**src/rtl/pio_cycle_timer.sv**
```systemverilog
module pio_cycle_timer #(
  parameter int DW = 16,
  parameter int FW = 8
) (
  input  logic          clk,
  input  logic          rst_n,
  input  logic          start,
  input  logic          wr,
  input  logic          dev,
  input  logic          data_cyc,
  input  logic [2:0]    addr,
  input  logic [1:0]    csel,
  input  logic [DW-1:0] wdata,
  input  logic [4*FW-1:0] t_cmd0,
  input  logic [4*FW-1:0] t_dat0,
  input  logic [4*FW-1:0] t_cmd1,
  input  logic [4*FW-1:0] t_dat1,
  input  logic          ordy_en0,
  input  logic          ordy_en1,
  input  logic          iordy,
  input  logic [DW-1:0] dd_in,
  output logic [DW-1:0] dd_out,
  output logic          dd_oe,
  output logic          dior_n,
  output logic          diow_n,
  output logic [2:0]    da,
  output logic [1:0]    cs_n,
  output logic          busy,
  output logic          done,
  output logic [DW-1:0] rdata
);
  localparam int TW = 4 * FW;

  typedef enum logic [2:0] {IDLE, SETUP, STRB, HOLD, REC} phase_t;

  phase_t          ph;
  logic [TW-1:0]   tw_q;
  logic            wr_q, en_q;
  logic [2:0]      addr_q;
  logic [1:0]      cs_q;
  logic [DW-1:0]   wdata_q;
  logic [FW-1:0]   cnt, lim;
  logic [TW-1:0]   tw_sel;
  logic            last, stall;

  always_comb begin
    case ({dev, data_cyc})
      2'b00:   tw_sel = t_cmd0;
      2'b01:   tw_sel = t_dat0;
      2'b10:   tw_sel = t_cmd1;
      default: tw_sel = t_dat1;
    endcase
  end

  always_comb begin
    case (ph)
      SETUP:   lim = tw_q[FW-1:0];
      STRB:    lim = tw_q[2*FW-1:FW];
      HOLD:    lim = tw_q[3*FW-1:2*FW];
      REC:     lim = tw_q[4*FW-1:3*FW];
      default: lim = '0;
    endcase
  end

  assign last  = (cnt == lim);
  assign stall = (ph == STRB) && en_q && !iordy;

  always_ff @(posedge clk or negedge rst_n) begin
    if (!rst_n) begin
      ph      <= IDLE;
      cnt     <= '0;
      tw_q    <= '0;
      wr_q    <= 1'b0;
      en_q    <= 1'b0;
      addr_q  <= '0;
      cs_q    <= '0;
      wdata_q <= '0;
      rdata   <= '0;
      done    <= 1'b0;
    end else begin
      done <= 1'b0;
      if (ph == IDLE) begin
        if (start) begin
          ph      <= SETUP;
          cnt     <= '0;
          tw_q    <= tw_sel;
          wr_q    <= wr;
          en_q    <= dev ? ordy_en1 : ordy_en0;
          addr_q  <= addr;
          cs_q    <= csel;
          wdata_q <= wdata;
        end
      end else if (last && !stall) begin
        cnt <= '0;
        case (ph)
          SETUP: ph <= STRB;
          STRB: begin
            ph <= HOLD;
            if (!wr_q) rdata <= dd_in;
          end
          HOLD:  ph <= REC;
          default: begin
            ph   <= IDLE;
            done <= 1'b1;
          end
        endcase
      end else if (!last) begin
        cnt <= cnt + 1'b1;
      end
    end
  end

  assign busy   = (ph != IDLE);
  assign dior_n = !((ph == STRB) && !wr_q);
  assign diow_n = !((ph == STRB) && wr_q);
  assign dd_oe  = wr_q && (ph == SETUP || ph == STRB || ph == HOLD);
  assign dd_out = wdata_q;
  assign da     = addr_q;
  assign cs_n   = busy ? ~cs_q : 2'b11;

  AST_DONE_ONE_CLOCK: assert property (@(posedge clk) disable iff (!rst_n)
    done |=> !done);
  AST_DONE_AFTER_BUSY: assert property (@(posedge clk) disable iff (!rst_n)
    $rose(done) |-> $past(busy));
  AST_ADDR_STABLE: assert property (@(posedge clk) disable iff (!rst_n)
    (busy && $past(busy)) |-> ($stable(da) && $stable(cs_n)));
  AST_STROBE_AFTER_SETUP: assert property (@(posedge clk) disable iff (!rst_n)
    ($fell(dior_n) || $fell(diow_n)) |-> $past(busy));
  AST_WRITE_DATA_DRIVEN: assert property (@(posedge clk) disable iff (!rst_n)
    !diow_n |-> dd_oe);
  AST_IORDY_STRETCH: assert property (@(posedge clk) disable iff (!rst_n)
    (!dior_n && stall) |=> !dior_n);
  AST_IDLE_QUIET: assert property (@(posedge clk) disable iff (!rst_n)
    !busy |-> (dior_n && diow_n && !dd_oe && cs_n == 2'b11));
endmodule

```
**config.mk**
```make
export PLATFORM = sky130hd
export DESIGN_NAME = pio_cycle_timer
export DESIGN_NICKNAME = d
export VERILOG_FILES = /design/src/rtl/pio_cycle_timer.sv
export SDC_FILE = /design/constraint.sdc
export NUM_CORES = 1
export LEC_CHECK = 0
export BUFFER_PORTS_ARGS = -buffer_cell sky130_fd_sc_hd__buf_2
export CORE_MARGIN = 10
export CORE_UTILIZATION = 40
export DETAILED_ROUTE_END_ITERATION = 6
export HOLD_SLACK_MARGIN = 0.1
export PLACE_DENSITY = 0.72
export SKIP_CTS_REPAIR_TIMING = 1
export SLEW_MARGIN = 10
export SYNTH_ARGS = -nofsm -noshare
export SYNTH_HDL_FRONTEND = slang
export SYNTH_SLANG_ARGS = --single-unit
```
**constraint.sdc**
```tcl
create_clock -name clk -period 2.8 [get_ports clk]
set_input_delay 0.14 -clock clk [delete_from_list [all_inputs] [get_ports clk]]
set_output_delay 0.14 -clock clk [all_outputs]
set_load 0.02 [all_outputs]
```
==> results of run 1 <==
[cell usage in the layout, fill, tap and decap left out, types with 3 or more instances in the layout]
master and instances:
sky130_fd_sc_hd__o31a_1 4, sky130_fd_sc_hd__dlygate4sd3_1 39, sky130_fd_sc_hd__a21oi_1 6, sky130_fd_sc_hd__a32oi_1 3, sky130_fd_sc_hd__clkinv_2 3, sky130_fd_sc_hd__a22o_1 11, sky130_fd_sc_hd__and3_1 13, sky130_fd_sc_hd__nand2_1 5
sky130_fd_sc_hd__xor2_1 3, sky130_fd_sc_hd__inv_1 4, sky130_fd_sc_hd__dfrtp_1 80, sky130_fd_sc_hd__nor2_1 4, sky130_fd_sc_hd__xnor2_1 3, sky130_fd_sc_hd__clkbuf_8 10, sky130_fd_sc_hd__nand3_1 5, sky130_fd_sc_hd__mux2_4 10
sky130_fd_sc_hd__nor4_1 5, sky130_fd_sc_hd__dfrtp_2 3, sky130_fd_sc_hd__nor2b_1 3, sky130_fd_sc_hd__buf_4 16, sky130_fd_sc_hd__mux4_2 32, sky130_fd_sc_hd__mux2_2 61, sky130_fd_sc_hd__buf_2 214
[worst max-delay path by stage]
stage                endpoint  cells past startpoint  slack (ns)   from
floorplan           rdata[10]                      9       0.004  ph[1]
detailed placement   rdata[8]                      7       -0.14  ph[0]
global placement     rdata[7]                      7       -0.04  ph[0]
global route         rdata[8]                      8       -0.07  ph[1]
finish               rdata[8]                      8        0.04  ph[2]
CTS                  rdata[8]                      7       -0.17  ph[0]
[cell families (layout without fill, tap and decap cells)]
family / count (synthesis) / count (layout) / share of synthesized area
mux: 104 / 104 / 0.3550
flops: 83 / 83 / 0.4703
simple gates: 48 / 48 / 0.07365
compound gates: 36 / 36 / 0.06232
buf+inv: 23 / 290 / 0.02408
xor+xnor: 6 / 6 / 0.01190
fa+ha+maj: 1 / 1 / 0.002832
[cell type report]
| type | count | area (um^2) |
|---|---|---|
| clock buffer | 12 | 145.1 |
| clock inverter | 3 | 15.01 |
| fill | 872 | 4507 |
| inverter | 4 | 15.01 |
| multi-input combinational | 195 | 2281 |
| sequential | 83 | 2081 |
| tap | 140 | 175.2 |
| timing repair buffer | 271 | 1622 |
[metrics by stage]
stage	setup TNS (ns)	setup slack (ns)	std cells	util	power, mW
2_1_floorplan	0	0.004186	301	-	3.787
3_3_place_gp	-0.4337	-0.03567	649	0.5242	4.535
3_5_place_dp	-2.095	-0.1419	649	0.5242	4.633
4_1_cts	-2.524	-0.1700	664	0.5390	5.390
5_1_grt	-0.8138	-0.06734	708	0.5843	5.844
6_report	0	0.04178	708	0.5843	5.466
[registers in the layout, summed over array words and instances, names as in the netlist]
| register | count |
|---|---|
| ph | 3 |
| wr_q | 1 |
| dd_out | 16 |
| cs_q | 2 |
| da | 3 |
| cnt | 8 |
| en_q | 1 |
| done | 1 |
| rdata | 16 |
| tw_q | 32 |
[critical path: stages (launching register included)]
cell,delay (ns)
sky130_fd_sc_hd__dfrtp_2,0.45
sky130_fd_sc_hd__and3b_2,0.31
sky130_fd_sc_hd__a22oi_2,0.10
sky130_fd_sc_hd__and3_1,0.20
sky130_fd_sc_hd__or4_4,0.52
sky130_fd_sc_hd__nor4b_4,0.45
sky130_fd_sc_hd__nand3b_4,0.12
sky130_fd_sc_hd__buf_12,0.18
sky130_fd_sc_hd__mux2_4,0.30
[power breakdown]
part	internal [mW]	switching, mW
clock network	0.338	0.407
registers	1.79	0.414
logic	1.32	1.21
[per-layer routing]
| layer | vias to the layer above | part of all wire | GRT usage |
|---|---|---|---|
| li1 | 1700 | - | - |
| met1 | 1779 | 0.41 | 0.1880 |
| met2 | 162 | 0.50 | 0.2576 |
| met3 | 18 | 0.075 | 0.04985 |
| met4 | 0 | 0.016 | 0.05149 |
| met5 | - | 0 | 0 |
==> impl_summary.log, run 1 <==
[metrics] result of the run: completed
[metrics] x dimension of the die: 125.1 um
[metrics] Critical Path Sink Type: flip-flop
[metrics] diodes inserted: 0
[metrics] first-pass GRT wire length: 20.15 mm
[metrics] synthesized area per cell: 14.67 um^2
[metrics] buffers from clock root to sink, at most: 2
[metrics] startpoint types: flip-flop
[metrics] actual transition at the worst max-transition pin: 1.017 ns
[metrics] total wire length after detailed routing: 12.96 mm
[metrics] clock tree root buffer cell: sky130_fd_sc_hd__clkbuf_8
[metrics] ranking of synthesized cells by instance count: sky130_fd_sc_hd__dfrtp_1, sky130_fd_sc_hd__mux2_2, sky130_fd_sc_hd__mux4_2, sky130_fd_sc_hd__clkbuf_1, sky130_fd_sc_hd__and3_1
[metrics] drt pass-1 iters: 4
[metrics] Seq cells post-synth: 83
[metrics] remaining number of nets flagged by the antenna check after routing: 0
[metrics] Max Clock Freq: 362.6 MHz
[metrics] Die Ht: 125.1 um
[metrics] dominant cells by area after synthesis: sky130_fd_sc_hd__dfrtp_1, sky130_fd_sc_hd__mux4_2, sky130_fd_sc_hd__mux2_2
[metrics] cell accounting for the most synthesized area: sky130_fd_sc_hd__dfrtp_1
[metrics] count of unique library cells instantiated by Yosys: 40
[metrics] depth of the worst hold-timing path: 3
[metrics] post-synth top area share: 0.4703
[metrics] overflow left after global routing: 0
[metrics] TritonCTS clock tree: done
[metrics] number of violations reported at the end of detailed-routing iteration 0: 213
[metrics] share of the cycle needed by the critical path after routing: 0.9851
[metrics] number of failing hold endpoints at the final stage: 0
[metrics] antenna violations before repair: 0
[metrics] most common flop cell mapped by yosys: sky130_fd_sc_hd__dfrtp_1
[metrics] clock-pin slew of the registers on the worst-case setup and hold paths: 0.08 ns
[metrics] relative area change from synthesis to final layout: 43.40%
[metrics] nets@finish: 739
[metrics] Inserted Clock Buffers: 9
[metrics] start of the worst register-to-register path: ph[2]
[metrics] IR Drop Worst-Case VDD: 0.4642 mV
[metrics] detailed-placement wirelength estimate: 10.15 mm
[metrics] asr flop ratio synth: 1.000
[metrics] placeable core area: 0.01084 mm^2
[metrics] total leakage power: 3.065 nW
[metrics] worst reg2reg setup slack: 0.04 ns
[metrics] Min-Delay Startpoint: ordy_en0
[metrics] cell with the most instances after synthesis: sky130_fd_sc_hd__dfrtp_1
[metrics] class of the tightest hold or removal check: in2reg
[metrics] fraction of layout cells with a size suffix above 1: 0.6408
[metrics] peak fanout along the critical path: 16
[metrics] Slew headroom: 0.3220
[metrics] syn nets: 476
[metrics] WHS Endpoint: en_q
[metrics] final worst clock skew: 0.008860 ns
[metrics] worst r2r path cells: 8
[metrics] minimum hold slack: 0.1351 ns
[metrics] die area: 0.01565 mm^2
[metrics] PD cells: 863.0 mW/mm^2
[metrics] total I/O pin count: 216
[metrics] largest net degree at the start of global routing: 84
[metrics] clock network latency to the later pin of the worst-skew pair: 0.35 ns
[metrics] setup repair after global routing missed its margin: true
[metrics] weighted congestion at the end of routability-driven global placement: 0.8538
[metrics] CTS HTree Levels: 3
[metrics] total of endpoints with negative setup slack in the final report: 0
[metrics] Layout Cell Area excl Fill: 0.006334 mm^2
[metrics] endpoint required time on the critical path: 3.03 ns
[metrics] part of the Yosys area used for sequential elements: 0.4703
[metrics] total number of placement rows: 38
[metrics] warning count from the yosys run: 0
[metrics] total global routing track utilization: 0.1556
[metrics] DR vias/cell: 5.168
[metrics] number of I/O port buffers: 215
[metrics] number of global-route vias before repair: 4011
[metrics] Setup Crit Path Kind: reg2reg
[metrics] worst r2r dst: rdata[8]
[metrics] Synth Instances: 301
[metrics] min cycle time layout: 2.758 ns
[metrics] drc violations: 0
[metrics] total standard cell area after synthesis: 0.004417 mm^2
[metrics] starting density of the core: 0.4074
[metrics] max-slew violation total from the final report: 0
[metrics] EDFF count, synth: 0
[metrics] vias post-DR: 3659
[metrics] data arrival at the endpoint of the critical path: 2.99 ns
[metrics] average wire per cell in the routed design: 18.30 um
[metrics] number of sinks driven by the clock tree: 83
[metrics] placed inst area: 0.005683 mm^2
[metrics] MaxCap Viol Count: 0
No activity file was read; power rests on OpenSTA's default activity.
==> inputs of run 2 (changes only) <==
==> constraint.sdc (replaced) <==
create_clock -name clk -period 2.5 [get_ports clk]
set_input_delay 0.125 -clock clk [delete_from_list [all_inputs] [get_ports clk]]
set_output_delay 0.125 -clock clk [all_outputs]
set_load 0.02 [all_outputs]
==> impl_summary.log, run 2 (synthesis results as in run 1) <==
[metrics] number of violations reported at the end of detailed-routing iteration 0: 165 (-23%)
[metrics] buffers from clock root to sink, at most: 2 (unchanged)
[metrics] share of the cycle needed by the critical path after routing: 1.073 (+0.08814)
[metrics] Slew headroom: 0.5164 (+0.1944)
[metrics] endpoint required time on the critical path: 2.74 ns (-0.29 ns)
[metrics] max-slew violation total from the final report: 0 (unchanged)
[metrics] internal power: 3.928 mW (+14%)
[metrics] clock tree root buffer cell: sky130_fd_sc_hd__clkbuf_8
[metrics] average wire per cell in the routed design: 18.45 um (+0.84%)
[metrics] PD cells: 976.7 mW/mm^2 (+13%)
[metrics] total leakage power: 3.105 nW (+1.3%)
[metrics] drt pass-1 iters: 4 (unchanged)
[metrics] Pwr Total: 6.309 mW (+15%)
[metrics] final worst clock skew: 0.008737 ns (-0.0001234 ns)
[metrics] slowest cell delay on critical path: 0.50 ns (-0.02 ns)
[metrics] detailed-placement wirelength estimate: 10.14 mm (-0.12%)
[metrics] series of cell instances along the critical path: and2b_2 > a32oi_1 > a21oi_1 > or4_4 > nor4b_4 > buf_4 > nand3b_4 > buf_12 > mux2_4
[metrics] Die Ht: 125.1 um (unchanged)
[metrics] die area: 0.01565 mm^2 (unchanged)
[metrics] total number of placement rows: 38 (unchanged)
[metrics] Largest delay share family, worst path: simple AND/OR/NAND/NOR gates
[metrics] Setup Crit Path Kind: reg2reg
[metrics] overflow left after global routing: 0 (unchanged)
[metrics] drc violations: 0 (unchanged)
[metrics] Comb power frac: 0.475 (+0.014)
[metrics] diodes inserted: 0 (unchanged)
[metrics] first-pass GRT wire length: 19.65 mm (-2.5%)
[metrics] data arrival at the endpoint of the critical path: 2.92 ns (-0.07 ns)
[metrics] IR Drop Worst-Case VDD: 0.4910 mV (+5.8%)
[metrics] number of failing hold endpoints at the final stage: 0 (unchanged)
[metrics] most used cells in the layout excluding fill and tap cells: sky130_fd_sc_hd__buf_2, sky130_fd_sc_hd__dfrtp_1, sky130_fd_sc_hd__mux2_2
[metrics] class of the tightest hold or removal check: in2reg
[metrics] master of the slowest instance on the critical path: sky130_fd_sc_hd__or4_4
[metrics] remaining number of nets flagged by the antenna check after routing: 0 (unchanged)
[metrics] Max Clock Freq: 372.7 MHz (+2.8%)
[metrics] pre-CTS setup slack: -0.2016 ns (-0.05970 ns)
[metrics] startpoint types: flip-flop
[metrics] violated checks: negative setup slack
[metrics] Critical path buffers and inverters: 2 (+1)
[metrics] peak fanout along the critical path: 16 (unchanged)
[metrics] vias post-DR: 3680 (+0.57%)
[metrics] clock-pin slew of the registers on the worst-case setup and hold paths: 0.09 ns (about the same)
[metrics] total global routing track utilization: 0.1521 (-0.003514)
[metrics] starting density of the core: 0.4074 (unchanged)
[metrics] actual transition at the worst max-transition pin: 0.7253 ns (-0.2916 ns)
[metrics] total net switching power: 2.381 mW (+18%)
[metrics] worst reg2reg setup slack: -0.18 ns (-0.22 ns)
[metrics] TritonCTS clock tree: done
[metrics] clock network latency to the later pin of the worst-skew pair: 0.35 ns (about the same)
[metrics] number of global-route vias before repair: 3875 (-3.4%)
[metrics] CTS HTree Levels: 3 (unchanged)
[metrics] number of I/O port buffers: 215 (unchanged)
[metrics] part of the power in registers: 0.387 (-0.015)
[metrics] placeable core area: 0.01084 mm^2 (unchanged)
[metrics] MaxCap Viol Count: 0 (unchanged)
[metrics] antenna violations before repair: 0 (unchanged)
[metrics] setup repair after global routing missed its margin: true
[metrics] Critical Path Sink Type: flip-flop
[metrics] DR vias/cell: 5.140 (-0.55%)
[metrics] result of the run: finished with violations
[metrics] total of endpoints with negative setup slack in the final report: 24 (+24)
[metrics] nets@finish: 746 (+0.95%)
[metrics] flip-flop count of the largest register, all copies and words added: 32 (unchanged)
[metrics] number of sinks driven by the clock tree: 83 (unchanged)
[metrics] total I/O pin count: 216 (unchanged)
[metrics] weighted congestion at the end of routability-driven global placement: 0.9104 (+6.6%)
[metrics] Reg with most FFs: tw_q
[metrics] share of power burned in the clock network: 0.138 (+0.002)
[metrics] Final Worst Setup Slack: -0.1830 ns (-0.2248 ns)
[metrics] Net Sw Frac: 0.3774 (+0.006737)
[metrics] fillcell total: 880 (+0.92%)
[metrics] most common cell after layout, fill and taps aside: sky130_fd_sc_hd__buf_2
[metrics] fraction of layout cells with a size suffix above 1: 0.6545 (+0.01367)
[metrics] relative area change from synthesis to final layout: 46.26%
[metrics] total wire length after detailed routing: 13.21 mm (+2.0%)
[metrics] largest net degree at the start of global routing: 58 (-31%)
[metrics] Inserted Clock Buffers: 9 (unchanged)
[metrics] min cycle time layout: 2.683 ns (-0.07518 ns)
[metrics] x dimension of the die: 125.1 um (unchanged)
## run 2: changes by cell type in the layout (fill, tap and decap cells not counted), sizes merged
cell,before,now
clkinv,3,1
clkbuf,12,9
inv,4,6
buf,232,237
dlygate4sd3,39,41
clkinvlp,0,4
## run 2: worst reg2reg max path, stage by stage (launching register included)
cell and delay (ns):
sky130_fd_sc_hd__dfrtp_2 0.45, sky130_fd_sc_hd__and2b_2 0.24, sky130_fd_sc_hd__a32oi_1 0.27, sky130_fd_sc_hd__a21oi_1 0.11
sky130_fd_sc_hd__or4_4 0.50, sky130_fd_sc_hd__nor4b_4 0.26, sky130_fd_sc_hd__buf_4 0.18, sky130_fd_sc_hd__nand3b_4 0.08
sky130_fd_sc_hd__buf_12 0.17, sky130_fd_sc_hd__mux2_4 0.31
## run 2: worst paths after layout
check	to	cells past startpoint	startpoint
worst max-delay path	rdata[3]	9	ph[1]
worst min-delay path	cnt[1]	3	start
worst max register to register	rdata[3]	9	ph[1]
worst min register to register	tw_q[7]	1	tw_q[7]
max in group asynchronous	ph[1]	3	rst_n
min in group asynchronous	dd_out[14]	2	rst_n
## run 2: area by class of cell
cell class | count | area [um^2] | share of cell area
Inverter | 4 | 15.01 | 0.002324
Tap cell | 140 | 175.2 | 0.02712
Clock buffer | 9 | 123.9 | 0.01917
Timing Repair Buffer | 278 | 1708 | 0.2644
Clock inverter | 7 | 52.55 | 0.008135
Sequential cell | 83 | 2079 | 0.3219
Multi-Input combinational cell | 195 | 2306 | 0.3570
## run 2: through the flow
step	instances	util	setup TNS, ns	hold slack (ns)	cell area, um^2
after floorplan	301	-	-3.713	-0.1706	4431
after global placement	656	0.5331	-1.395	0.1457	5779
after detailed placement	656	0.5331	-3.298	0.1527	5779
after CTS	672	0.5494	-3.514	-0.2287	5956
after global routing	716	0.5959	-5.228	0.2057	6460
final	716	0.5959	-3.065	0.2129	6460
## run 2: layer usage
layer | routed length [um] | GRT usage | share of wire | vias to the layer above
met5 | 0 | 0 | 0 | -
met2 | 6651 | 0.2536 | 0.50 | 167
met3 | 1043 | 0.05112 | 0.079 | 11
met4 | 125 | 0.03794 | 0.0095 | 0
li1 | - | - | - | 1720
met1 | 5391 | 0.1855 | 0.41 | 1782
## run 2: power by group through the flow
stage | registers (mW) | logic, mW | clock network (mW)
2_1_floorplan | 2.71 | 1.55 | 0
3_3_place_gp | 2.42 | 2.76 | 0
3_5_place_dp | 2.46 | 2.83 | 0
4_1_cts | 2.43 | 2.83 | 0.909
5_1_grt | 2.53 | 3.22 | 0.975
6_report | 2.44 | 2.99 | 0.873
